<file path="src/rtl/usbc_ctl_pkg.sv">
package usbc_ctl_pkg;

    localparam int unsigned DW      = 32;
    localparam int unsigned FILT_W  = 4;
    localparam int unsigned STRAP_W = 5;
    localparam int unsigned FLADJ_W = 6;
    localparam int unsigned IRQ_W   = 2;
    // widest writable field; write data above it never reaches a register
    localparam int unsigned FIELD_W = FLADJ_W;

    localparam logic [FLADJ_W-1:0] FLADJ_RST = 6'h20;
    localparam logic [IRQ_W-1:0]   MASK_RST  = '1;

    // interrupt source bit positions (visible to software)
    localparam int unsigned SRC_ADE = 0;
    localparam int unsigned SRC_HSE = 1;

    // byte offsets
    localparam int unsigned OFF_FILT   = 'h30;
    localparam int unsigned OFF_STRAP  = 'h34;
    localparam int unsigned OFF_FLADJ  = 'h38;
    localparam int unsigned OFF_ENDIAN = 'h40;
    localparam int unsigned OFF_COH    = 'h44;
    localparam int unsigned OFF_BME    = 'h48;
    localparam int unsigned OFF_SLVERR = 'h60;
    localparam int unsigned OFF_ISTAT  = 'h64;
    localparam int unsigned OFF_IMASK  = 'h68;
    localparam int unsigned OFF_IEN    = 'h6C;
    localparam int unsigned OFF_IDIS   = 'h70;
    localparam int unsigned OFF_SPARE  = 'h78;

    typedef enum logic [1:0] {
        SZ_BYTE = 2'd0,
        SZ_HALF = 2'd1,
        SZ_WORD = 2'd2,
        SZ_RSVD = 2'd3
    } acc_size_e;

    typedef enum logic [3:0] {
        SEL_NONE,
        SEL_FILT,
        SEL_STRAP,
        SEL_FLADJ,
        SEL_ENDIAN,
        SEL_COH,
        SEL_BME,
        SEL_SLVERR,
        SEL_ISTAT,
        SEL_IMASK,
        SEL_IEN,
        SEL_IDIS,
        SEL_SPARE
    } reg_sel_e;

    typedef struct packed {
        logic [FILT_W-1:0]  filt;
        logic [STRAP_W-1:0] strap;
        logic [FLADJ_W-1:0] fladj;
        logic               endian;
        logic               coh;
        logic               bme;
        logic               slverr;
    } cfg_t;

    typedef struct packed {
        logic [IRQ_W-1:0] stat;
        logic [IRQ_W-1:0] mask;
        logic             irq;
    } irq_state_t;

    typedef struct packed {
        logic          valid;
        logic [DW-1:0] rdata;
        logic          err;
    } resp_t;

endpackage

</file>
<file path="src/rtl/usbc_ctl_decode.sv">
module usbc_ctl_decode
    import usbc_ctl_pkg::*;
#(
    parameter int unsigned ADDR_W = 8
) (
    input  logic              valid_i,
    input  logic [ADDR_W-1:0] addr_i,
    input  logic [1:0]        size_i,
    output reg_sel_e          sel_o,
    output logic              bad_o
);

    localparam int unsigned WORD_W = ADDR_W - 2;

    function automatic logic [WORD_W-1:0] widx(input int unsigned off);
        return WORD_W'(off >> 2);
    endfunction

    reg_sel_e sel_d;
    logic     well_formed;

    always_comb begin
        well_formed = (size_i == SZ_WORD) && (addr_i[1:0] == 2'b00);
        sel_d       = SEL_NONE;
        if (well_formed) begin
            case (addr_i[ADDR_W-1:2])
                widx(OFF_FILT):   sel_d = SEL_FILT;
                widx(OFF_STRAP):  sel_d = SEL_STRAP;
                widx(OFF_FLADJ):  sel_d = SEL_FLADJ;
                widx(OFF_ENDIAN): sel_d = SEL_ENDIAN;
                widx(OFF_COH):    sel_d = SEL_COH;
                widx(OFF_BME):    sel_d = SEL_BME;
                widx(OFF_SLVERR): sel_d = SEL_SLVERR;
                widx(OFF_ISTAT):  sel_d = SEL_ISTAT;
                widx(OFF_IMASK):  sel_d = SEL_IMASK;
                widx(OFF_IEN):    sel_d = SEL_IEN;
                widx(OFF_IDIS):   sel_d = SEL_IDIS;
                widx(OFF_SPARE):  sel_d = SEL_SPARE;
                default:          sel_d = SEL_NONE;
            endcase
        end
    end

    assign sel_o = sel_d;
    assign bad_o = valid_i && (sel_d == SEL_NONE);

endmodule

</file>
<file path="src/rtl/usbc_ctl_cfg.sv">
module usbc_ctl_cfg
    import usbc_ctl_pkg::*;
(
    input  logic               clk,
    input  logic               rst_n,
    input  logic               wr_en_i,
    input  reg_sel_e           sel_i,
    input  logic [FIELD_W-1:0] wdata_i,
    output cfg_t               cfg_o
);

    cfg_t cfg_d, cfg_q;

    always_comb begin
        cfg_d = cfg_q;
        if (wr_en_i) begin
            case (sel_i)
                SEL_FILT:   cfg_d.filt   = wdata_i[FILT_W-1:0];
                SEL_STRAP:  cfg_d.strap  = wdata_i[STRAP_W-1:0];
                SEL_FLADJ:  cfg_d.fladj  = wdata_i[FLADJ_W-1:0];
                SEL_ENDIAN: cfg_d.endian = wdata_i[0];
                SEL_COH:    cfg_d.coh    = wdata_i[0];
                SEL_BME:    cfg_d.bme    = wdata_i[0];
                SEL_SLVERR: cfg_d.slverr = wdata_i[0];
                default:    cfg_d        = cfg_q;
            endcase
        end
    end

    always_ff @(posedge clk or negedge rst_n) begin
        if (!rst_n) begin
            cfg_q        <= '0;
            cfg_q.fladj  <= FLADJ_RST;
            cfg_q.bme    <= 1'b1;
        end else begin
            cfg_q <= cfg_d;
        end
    end

    assign cfg_o = cfg_q;

endmodule

</file>
<file path="src/rtl/usbc_ctl_irq.sv">
module usbc_ctl_irq
    import usbc_ctl_pkg::*;
(
    input  logic             clk,
    input  logic             rst_n,
    input  logic             wr_en_i,
    input  reg_sel_e         sel_i,
    input  logic [IRQ_W-1:0] wdata_i,
    input  logic             hse_evt_i,
    input  logic             ade_evt_i,
    output logic [IRQ_W-1:0] stat_o,
    output logic [IRQ_W-1:0] mask_o,
    output logic             irq_o
);

    irq_state_t st_d, st_q;
    logic [IRQ_W-1:0] set_vec;
    logic [IRQ_W-1:0] clr_vec;

    always_comb begin
        set_vec          = '0;
        set_vec[SRC_HSE] = hse_evt_i;
        set_vec[SRC_ADE] = ade_evt_i;
        clr_vec = (wr_en_i && sel_i == SEL_ISTAT) ? wdata_i : '0;

        st_d = st_q;
        // a set request outranks a clear of the same bit
        for (int b = 0; b < int'(IRQ_W); b++) begin
            st_d.stat[b] = set_vec[b] | (st_q.stat[b] & ~clr_vec[b]);
        end
        if (wr_en_i && sel_i == SEL_IEN) begin
            st_d.mask = st_q.mask & ~wdata_i;
        end else if (wr_en_i && sel_i == SEL_IDIS) begin
            st_d.mask = st_q.mask | wdata_i;
        end
        st_d.irq = |(st_q.stat & ~st_q.mask);
    end

    always_ff @(posedge clk or negedge rst_n) begin
        if (!rst_n) begin
            st_q      <= '0;
            st_q.mask <= MASK_RST;
        end else begin
            st_q <= st_d;
        end
    end

    assign stat_o = st_q.stat;
    assign mask_o = st_q.mask;
    assign irq_o  = st_q.irq;

endmodule

</file>
<file path="src/rtl/usbc_ctl_regfile.sv">
module usbc_ctl_regfile
    import usbc_ctl_pkg::*;
#(
    parameter int unsigned ADDR_W = 8
) (
    input  logic              clk,
    input  logic              rst_n,
    input  logic              bus_valid_i,
    input  logic              bus_write_i,
    input  logic [ADDR_W-1:0] bus_addr_i,
    input  logic [1:0]        bus_size_i,
    input  logic [31:0]       bus_wdata_i,
    output logic              bus_rvalid_o,
    output logic [31:0]       bus_rdata_o,
    output logic              bus_err_o,
    input  logic              host_err_i,
    input  logic              addr_err_i,
    output logic [3:0]        filt_bypass_o,
    output logic [4:0]        port_strap_o,
    output logic [5:0]        fladj_o,
    output logic              endian_sel_o,
    output logic              coh_sel_o,
    output logic              bus_master_en_o,
    output logic              irq_o
);

    reg_sel_e         sel;
    logic             dec_bad;
    logic             wr_en;
    logic             bad_acc;
    logic             slverr_en;
    cfg_t             cfg;
    logic [IRQ_W-1:0] irq_stat;
    logic [IRQ_W-1:0] irq_mask;
    logic [DW-1:0]    rd_mux;
    resp_t            resp_d, resp_q;
    logic             unused_wdata;

    assign unused_wdata = ^bus_wdata_i[DW-1:FIELD_W];

    usbc_ctl_decode #(.ADDR_W(ADDR_W)) dec_i (
        .valid_i (bus_valid_i),
        .addr_i  (bus_addr_i),
        .size_i  (bus_size_i),
        .sel_o   (sel),
        .bad_o   (dec_bad)
    );

    assign wr_en     = bus_valid_i && bus_write_i;
    assign slverr_en = cfg.slverr;
    assign bad_acc   = dec_bad && slverr_en;

    usbc_ctl_cfg cfg_i (
        .clk     (clk),
        .rst_n   (rst_n),
        .wr_en_i (wr_en),
        .sel_i   (sel),
        .wdata_i (bus_wdata_i[FIELD_W-1:0]),
        .cfg_o   (cfg)
    );

    usbc_ctl_irq irq_i (
        .clk       (clk),
        .rst_n     (rst_n),
        .wr_en_i   (wr_en),
        .sel_i     (sel),
        .wdata_i   (bus_wdata_i[IRQ_W-1:0]),
        .hse_evt_i (host_err_i),
        .ade_evt_i (addr_err_i | bad_acc),
        .stat_o    (irq_stat),
        .mask_o    (irq_mask),
        .irq_o     (irq_o)
    );

    // read mux: values before this cycle's update
    always_comb begin
        case (sel)
            SEL_FILT:   rd_mux = DW'(cfg.filt);
            SEL_STRAP:  rd_mux = DW'(cfg.strap);
            SEL_FLADJ:  rd_mux = DW'(cfg.fladj);
            SEL_ENDIAN: rd_mux = DW'(cfg.endian);
            SEL_COH:    rd_mux = DW'(cfg.coh);
            SEL_BME:    rd_mux = DW'(cfg.bme);
            SEL_SLVERR: rd_mux = DW'(cfg.slverr);
            SEL_ISTAT:  rd_mux = DW'(irq_stat);
            SEL_IMASK:  rd_mux = DW'(irq_mask);
            default:    rd_mux = '0;
        endcase
    end

    always_comb begin
        resp_d.valid = bus_valid_i;
        resp_d.err   = bad_acc;
        resp_d.rdata = (bus_valid_i && !bus_write_i) ? rd_mux : '0;
    end

    always_ff @(posedge clk or negedge rst_n) begin
        if (!rst_n) begin
            resp_q <= '0;
        end else begin
            resp_q <= resp_d;
        end
    end

    assign bus_rvalid_o    = resp_q.valid;
    assign bus_rdata_o     = resp_q.rdata;
    assign bus_err_o       = resp_q.err;
    assign filt_bypass_o   = cfg.filt;
    assign port_strap_o    = cfg.strap;
    assign fladj_o         = cfg.fladj;
    assign endian_sel_o    = cfg.endian;
    assign coh_sel_o       = cfg.coh;
    assign bus_master_en_o = cfg.bme;

endmodule

</file>
<file path="config.mk">
export PLATFORM = sky130hd
export DESIGN_NAME = usbc_ctl_regfile
export DESIGN_NICKNAME = d
export VERILOG_FILES = /design/src/rtl/usbc_ctl_pkg.sv /design/src/rtl/usbc_ctl_decode.sv /design/src/rtl/usbc_ctl_cfg.sv /design/src/rtl/usbc_ctl_irq.sv /design/src/rtl/usbc_ctl_regfile.sv
export SDC_FILE = /design/constraint.sdc
export NUM_CORES = 1
export LEC_CHECK = 0
export BUFFER_PORTS_ARGS = -buffer_cell sky130_fd_sc_hd__buf_2
export CAP_MARGIN = 30
export CORE_UTILIZATION = 49
export DETAILED_ROUTE_END_ITERATION = 8
export PLACE_DENSITY = 0.86
export SYNTH_ARGS = -nofsm -noshare
export SYNTH_HDL_FRONTEND = slang
export SYNTH_HIERARCHICAL = 1
export SYNTH_SLANG_ARGS = --single-unit
</file>
<file path="constraint.sdc">
create_clock -name clk -period 2.8 [get_ports clk]
set_input_delay 0.14 -clock clk [delete_from_list [all_inputs] [get_ports clk]]
set_output_delay 0.14 -clock clk [all_outputs]
set_load 0.02 [all_outputs]
</file>
==> flow_metrics.py, run 1 <==
metrics = {
    "floorplan": {
        "io_pins": 101,
        "dieHeight_um": 64.53,
        "initial_core_util_pct": 51.55,
        "num_rows": 22,
        "die_w_um": 64.53,
        "core-area_um2": 3716,
        "die_area_um2": 4163,
    },
    "setup_path": {
        "start_kind": "input port",
        "reg2reg_slack_ns": 1.41,
        "path_buf_inv": 3,
        "crit_required_ns": 2.97,
        "path_max_fanout": 13,
        "critPathMaxStageDelay_ns": 0.60,
        "reg2reg_from": "cfg_i/cfg_o[2]",
        "crit_family": "simple AND/OR/NAND/NOR gates",
        "path_cells": "buf_2 > inv_1 > ha_1 > mux2_2 > a32oi_1 > nor3_2 > buf_4 > nor3_1 > a32o_1 > o31a_1",
        "end_kind": "flip-flop",
        "worstPathArrival_ns": 2.43,
        "reg2reg_depth": 3,
        "cp_slowest_cell": "nor3_2",
        "path_class": "in2reg",
        "r2r-end": "bus_rdata_o[0]",
    },
    "routing": {
        "drt-initial-drc-count": 53,
        "drtAntennaViolNets": 0,
        "routedWlPerCell_um": 12.72,
        "vias": 1404,
        "drc": 0,
        "totalWireLength_um": 3511,
        "vias_per_cell": 5.087,
        "drt_pass1_iterations": 4,
    },
    "timing": {
        "maxSlewViolCount": 0,
        "worst_slew_pin_slew_ns": 0.7103,
        "rsz0062_at_grt": "no",
        "max_freq_mhz": 442.7,
        "setup_violations": 0,
        "finClkSkew_ns": 0.004396,
        "finalCriticalPeriod_ns": 2.259,
        "hold_viol_final": 0,
        "fin_crit_sh_pct": 80.68,
        "tns_ns": 0,
        "max_slew_margin_pct": 52.39,
    },
    "power": {
        "p_leak_nw": 1.137,
        "power_mw": 0.9627,
        "ir_drop_uv": 295.5,
        "p_per_area_nw_per_um2": 428.9,
    },
    "layout": {
        "stdcell_area_um2": 2245,
        "antenna_cells": 0,
        "final_core_util_pct": 60.40,
        "instances_no_fill": 276,
        "syn2layout_area_growth_pct": 17.18,
        "layout-drive-gt1-share_pct": 42.11,
        "nNetsFinal": 280,
    },
    "synth": {
        "synth_edf_count": 0,
        "synth_compound_area_share_pct": 6.074,
        "yosys_most_used_dff": "dfrtp_1",
        "synth_cells": 172,
        "syn_area_per_cell_um2": 11.14,
        "yosys_warnings": 6,
        "synthAdderAreaFrac_pct": 3.266,
        "async_flop_share_pct": 100.0,
        "ys_types": 43,
        "syn_area_um2": 1916,
        "synth-simple-area-share_pct": 17.57,
        "synthMuxAreaShare_pct": 18.03,
        "yosysSeqAreaShare_pct": 42.06,
        "synthXorXnorAreaFrac_pct": 0,
        "ys_seq_elements": 32,
        "synth_top_family_by_area": "multiplexers",
    },
    "global_routing": {
        "grt_use_met3_pct": 5.458,
        "grt_overflow": 0,
        "grt_pass1_wl_um": 5782,
        "grt_pass1_vias": 1235,
        "grt_antenna_before_repair": 0,
        "top_usage_layer": "met2",
        "grtUsageTotal_pct": 18.41,
        "grt_start_max_net_pins": 33,
        "met2_usage_pct": 29.08,
        "grtUsageMet1_pct": 23.91,
    },
    "place": {
        "dp_cells": 267,
        "gp_congestion": 0.7817,
        "post-dp-hpwl_um": 2555,
        "dpl_cell_area_um2": 2141,
        "portBuffers": 48,
    },
    "clock_tree": {
        "clockBufferDepth": 2,
        "cts_tree": "done",
        "clk_latency_ns": 0.28,
        "clk_pin_slew_ns": 0.07,
        "cts-resized-gates": 0,
        "ctsHtreeMaxLevel": 2,
        "cts_buffers": 5,
        "cts.sinks": 32,
        "root_buffer": "clkbuf_8",
    },
    "run_status": {
        "status": "finished, final reports clean",
    },
    "hold_path": {
        "holdPathEnd": "bus_rvalid_o",
        "worstHoldStart": "bus_valid_i",
        "whs_path_depth": 1,
        "holdCritPathClass": "in2reg",
    },
    "flow_run": {
        "cap_violations": 0,
    },
}
==> area by class of cell <==
type                            instances  area (µm²)
Sequential cell                        32       805.8
Tap cell                               48       60.06
Timing Repair Buffer                   54       287.8
Fill cell                             305        1471
Inverter                                5       18.77
Multi-Input combinational cell        129       978.4
Clock buffer                            7       86.33
Clock inverter                          1       7.507
==> cells in the final DEF, fill, tap and decap left out, types with 2 or more instances in the layout <==
cell      instances
nor2_1            8
nor3_1            3
a22oi_1           3
ha_1              5
nor3b_1           4
dfstp_2           4
mux2_1            3
o21ai_0           2
and3_1            2
buf_4             5
mux2i_1           3
a21o_1            2
nor4b_1           2
nand2_1           4
conb_1           26
nand3b_1          6
nor2b_1           2
buf_2            48
nor3b_2           2
mux2_2           23
nor4_1            2
nand2b_1          2
dfrtp_1          28
clkbuf_8          6
nand3_1           4
and2_1            3
inv_1             5
==> report_power, final <==
part | leakage (nW) | total, mW | switching [mW] | internal, mW
sequential | 0.413 | 0.476 | 0.00542 | 0.471
combinational | 0.679 | 0.123 | 0.0840 | 0.0392
clock | 0.0445 | 0.363 | 0.164 | 0.199
==> cell usage after synthesis (4+ instances only) <==
| cell type | instances | share of area [%] |
|---|---|---|
| buf_2 | 4 | 1.0 |
| buf_4 | 26 | 10 |
| dfrtp_1 | 28 | 37 |
| dfstp_2 | 4 | 5.5 |
| ha_1 | 5 | 3.3 |
| inv_1 | 5 | 0.98 |
| mux2_2 | 23 | 14 |
| nand2_1 | 4 | 0.78 |
| nand3_1 | 4 | 1.0 |
| nand3b_1 | 6 | 2.4 |
| nor2_1 | 8 | 1.6 |
| nor3_1 | 4 | 1.0 |
| nor3b_1 | 4 | 1.6 |
==> per-layer routing <==
metal / share of wire [%] / up-vias / wire length (µm)
li1: - / 674 / -
met4: 1.5 / 0 / 53
met2: 50 / 58 / 1743
met1: 44 / 666 / 1536
met5: 0 / - / 0
met3: 5.0 / 6 / 177
==> registers in the layout, indices dropped and copies added, names as in the netlist, named ones only <==
| register | count |
|---|---|
| cfg_i/cfg_o | 19 |
| bus_rdata_o | 6 |
| irq_i/stat_o | 2 |
| bus_err_o | 1 |
| bus_rvalid_o | 1 |
| irq_i/irq_o | 1 |
==> how the worst max path moves through the flow <==
stage / endpoint / slack (ns) / cells after the start / startpoint
3_3_place_gp: bus_rdata_o[0] / 0.28 / 10 / bus_addr_i[2]
3_5_place_dp: bus_rdata_o[0] / 0.25 / 10 / bus_addr_i[2]
2_1_floorplan: bus_rdata_o[3] / 0.19 / 9 / bus_addr_i[2]
5_1_grt: bus_rdata_o[0] / 0.35 / 10 / bus_addr_i[2]
4_1_cts: bus_rdata_o[0] / 0.55 / 10 / bus_addr_i[2]
6_report: bus_rdata_o[0] / 0.54 / 10 / bus_addr_i[2]
==> logic make-up after synthesis <==
family,Yosys count
multiplexers,30
AND/OR/NAND/NOR,52
buffers and inverters,36
adder cells (fa/ha/maj),5
AO/OA/AOI/OAI,16
other,1
flip-flops,32
==> timing repair <==
item                                   CTS  global route
hold buffers                             1             0
buffers inserted                         0             0
endpoints found under the hold margin   28             0
==> metrics by stage <==
stage	setup slack (ns)	hold slack [ns]
final	0.5409	0.02392
after detailed placement	0.2526	0.2155
after global routing	0.3473	0.02353
after global placement	0.2848	0.2178
after floorplan	0.1937	-0.1556
after CTS	0.5476	0.01572
Note: power is estimated with default switching activity, not from simulation.
==> run 2: changes to the inputs <==
--- a/config.mk
+++ b/config.mk
@@ -5,11 +5,12 @@
 export SDC_FILE = /design/constraint.sdc
 export NUM_CORES = 1
 export LEC_CHECK = 0
+export ABC_AREA = 1
 export BUFFER_PORTS_ARGS = -buffer_cell sky130_fd_sc_hd__buf_2
 export CAP_MARGIN = 30
-export CORE_UTILIZATION = 49
+export CORE_UTILIZATION = 42
 export DETAILED_ROUTE_END_ITERATION = 8
-export PLACE_DENSITY = 0.86
+export PLACE_DENSITY = 0.76
 export SYNTH_ARGS = -nofsm -noshare
 export SYNTH_HDL_FRONTEND = slang
 export SYNTH_HIERARCHICAL = 1
==> constraint.sdc (replaced) <==
create_clock -name clk -period 1.9 [get_ports clk]
set_input_delay 0.095 -clock clk [delete_from_list [all_inputs] [get_ports clk]]
set_output_delay 0.095 -clock clk [all_outputs]
set_load 0.02 [all_outputs]
==> flow_metrics.py, run 2 <==
metrics = {
    "place": {
        "post-dp-hpwl_um": 3572,
        "portBuffers": 48,
        "gp_congestion": 0.8069,
        "dp_cells": 417,
        "dpl_cell_area_um2": 2444,
    },
    "power": {
        "p_int_mw": 1.051,
        "p_leak_nw": 1.491,
        "p_clk_share_pct": 37.2,
        "p_per_area_nw_per_um2": 574.9,
        "seq_power_share_pct": 48.2,
        "p_sw_share_pct": 28.81,
        "ir_drop_uv": 392.5,
        "combPwrFrac_pct": 14.6,
        "p_switching_mw": 0.4253,
    },
    "clock_tree": {
        "clk_pin_slew_ns": 0.07,
        "postCtsSetupBuffers": 0,
        "root_buffer": "clkbuf_8",
        "cts_hold_buf": 3,
        "clk_latency_ns": 0.29,
        "cts_tree": "done",
        "cts_buffers": 5,
        "cts-resized-gates": 0,
        "cts.sinks": 32,
        "clockBufferDepth": 2,
        "ctsHtreeMaxLevel": 2,
    },
    "layout": {
        "antenna_cells": 0,
        "final_common_cell": "nand2_1",
        "mostFrequentLayoutCells": "nand2_1, buf_2, inv_1, nand3_1, dfrtp_1",
        "stdcell_area_um2": 2567,
        "largest_reg_flops": 19,
        "instances_no_fill": 428,
        "nNetsFinal": 413,
        "syn2layout_area_growth_pct": 18.61,
        "layout-drive-gt1-share_pct": 27.98,
    },
    "synth": {
        "yosys_most_used_dff": "dfrtp_1",
        "async_flop_share_pct": 100.0,
        "netlist.area_leader.share_pct": 32.37,
        "yosys_warnings": 6,
        "synth_cells": 297,
        "syn_area_per_cell_um2": 7.288,
        "ys_types": 25,
        "synth_edf_count": 0,
        "synth_top_area_cell": "dfrtp_1",
        "ys_seq_elements": 32,
        "netlist_top_cells_area": "dfrtp_1, nand2_1, buf_4",
        "synth_most_common_cell": "nand2_1",
        "syn_area_um2": 2165,
        "yosysSeqAreaShare_pct": 37.23,
        "netlist_top_cells_count": "nand2_1, inv_1, nand3_1",
    },
    "global_routing": {
        "grt_antenna_before_repair": 0,
        "grt_overflow": 0,
        "grt_pass1_vias": 1722,
        "grt_start_max_net_pins": 33,
        "grt_pass1_wl_um": 7790,
        "grtUsageTotal_pct": 19.02,
    },
    "flow_run": {
        "cap_violations": 0,
    },
    "floorplan": {
        "dieHeight_um": 73.79,
        "num_rows": 25,
        "die_w_um": 73.79,
        "io_pins": 101,
        "die_area_um2": 5445,
        "core-area_um2": 4848,
        "initial_core_util_pct": 44.65,
    },
    "setup_path": {
        "path_cells": "buf_2 > inv_1 > ha_1 > nand2_1 > nand2_1 > nor2_1 > nor2_2 > nand2_4 > inv_1 > buf_4 > buf_4 > nor2_4 > nand3_2 > nand2_1 > nand2_1",
        "path_class": "in2reg",
        "reg2reg_depth": 4,
        "critPathMostFrequentCell": "nand2_1",
        "start_kind": "input port",
        "crit_required_ns": 2.08,
        "reg2reg_from": "cfg_i/cfg_o[1]",
        "path_max_fanout": 6,
        "end_kind": "flip-flop",
        "r2r-end": "bus_rdata_o[0]",
        "reg2reg_slack_ns": 0.82,
        "worstPathArrival_ns": 1.72,
        "critPathMaxStageDelay_ns": 0.22,
        "cp_slowest_cell": "ha_1",
    },
    "timing": {
        "setup_violations": 0,
        "tns_ns": 0,
        "worst_slew_pin_slew_ns": 0.7333,
        "maxSlewViolCount": 0,
        "max_slew_margin_pct": 51.12,
        "finalCriticalPeriod_ns": 1.543,
        "max_freq_mhz": 648.0,
        "hold_viol_final": 0,
        "hold_ws_ns": 0.02739,
        "finClkSkew_ns": 0.008462,
        "fin_crit_sh_pct": 81.22,
        "rsz0062_at_grt": "no",
    },
    "run_status": {
        "status": "finished, final reports clean",
    },
    "routing": {
        "drc": 0,
        "drt_pass1_iterations": 4,
        "vias": 1942,
        "drtAntennaViolNets": 0,
        "routedWlPerCell_um": 10.69,
        "totalWireLength_um": 4574,
        "vias_per_cell": 4.537,
        "drt-initial-drc-count": 82,
    },
    "hold_path": {
        "holdCritPathClass": "in2reg",
        "holdPathEnd": "cfg_i/cfg_o[9]",
        "whs_path_depth": 3,
        "worstHoldStart": "bus_wdata_i[5]",
    },
}
## run 2: cell types whose count changed in the layout (fill, tap and decap cells not counted), moves of 6 or more
| cell | delta |
|---|---|
| nand4_1 | +13 |
| nor2_2 | +9 |
| inv_1 | +30 |
| nand3b_1 | -6 |
| nor2_4 | +6 |
| nand2_1 | +82 |
| mux2_2 | -23 |
| nor2_1 | +17 |
| nand3_1 | +26 |
## run 2: how the worst max path moves through the flow
stage             startpoint         endpoint  slack (ns)  cells past startpoint
2_1_floorplan  bus_addr_i[2]   bus_rdata_o[1]        0.25                     14
3_3_place_gp   bus_addr_i[2]  cfg_i/cfg_o[14]        0.09                     15
3_5_place_dp   bus_addr_i[2]  cfg_i/cfg_o[11]        0.06                     15
4_1_cts        bus_addr_i[2]  cfg_i/cfg_o[13]        0.37                     15
5_1_grt        bus_addr_i[2]   bus_rdata_o[0]        0.16                     15
6_report       bus_addr_i[2]  cfg_i/cfg_o[13]        0.36                     15
## run 2: layout make-up
| class | instances | area (µm²) |
|---|---|---|
| clock buffer | 7 | 86.33 |
| fill | 458 | 2281 |
| tap | 67 | 83.83 |
| multi-input combinational | 219 | 1079 |
| clock inverter | 1 | 7.507 |
| sequential | 32 | 805.8 |
| timing repair buffer | 59 | 342.8 |
| inverter | 43 | 162.7 |
## run 2: cells by family (layout without fill, tap and decap cells)
kind of cell               after synthesis  count (layout)  share of synthesized area, %
buffers and inverters                   71             110                         17.28
DFF                                     32              32                         37.23
and+or+nand+nor                        182             182                         40.75
adders and majority gates                5               5                         2.890
AOI/OAI and AO/OA                        6               6                         1.676
other                                    1              26                        0.1732
## run 2: through the flow
step | total power, mW | setup WS, ns | util (%)
finish | 1.476 | 0.3568 | 52.95
global route | 1.555 | 0.1562 | 52.95
CTS | 1.492 | 0.3742 | 52.95
detailed placement | 0.9347 | 0.06371 | 50.40
global placement | 0.9301 | 0.08649 | 50.40
floorplan | 0.8933 | 0.2457 | -
## run 2: power groups by stage
stage / logic, mW / clock network [mW] / registers [mW]
2_1_floorplan: 0.154 / 0 / 0.739
3_3_place_gp: 0.208 / 0 / 0.723
3_5_place_dp: 0.212 / 0 / 0.723
4_1_cts: 0.217 / 0.564 / 0.711
5_1_grt: 0.243 / 0.601 / 0.711
6_report: 0.216 / 0.549 / 0.711
## run 2: worst max-delay path, delay by kind of cell
| family | cells | cell delay [ns] |
|---|---|---|
| adders and majority gates | 1 | 0.22 |
| buffers and inverters | 5 | 0.60 |
| and+or+nand+nor | 9 | 0.83 |
## run 2: routing by layer
metal	routed length, µm	track usage [%]	part of all wire (%)	vias to the layer above
li1	-	-	-	998
met1	2082	25.04	46	866
met2	2142	29.56	47	70
met3	274	5.213	6.0	8
met4	75	7.479	1.6	0
met5	0	0	0	-
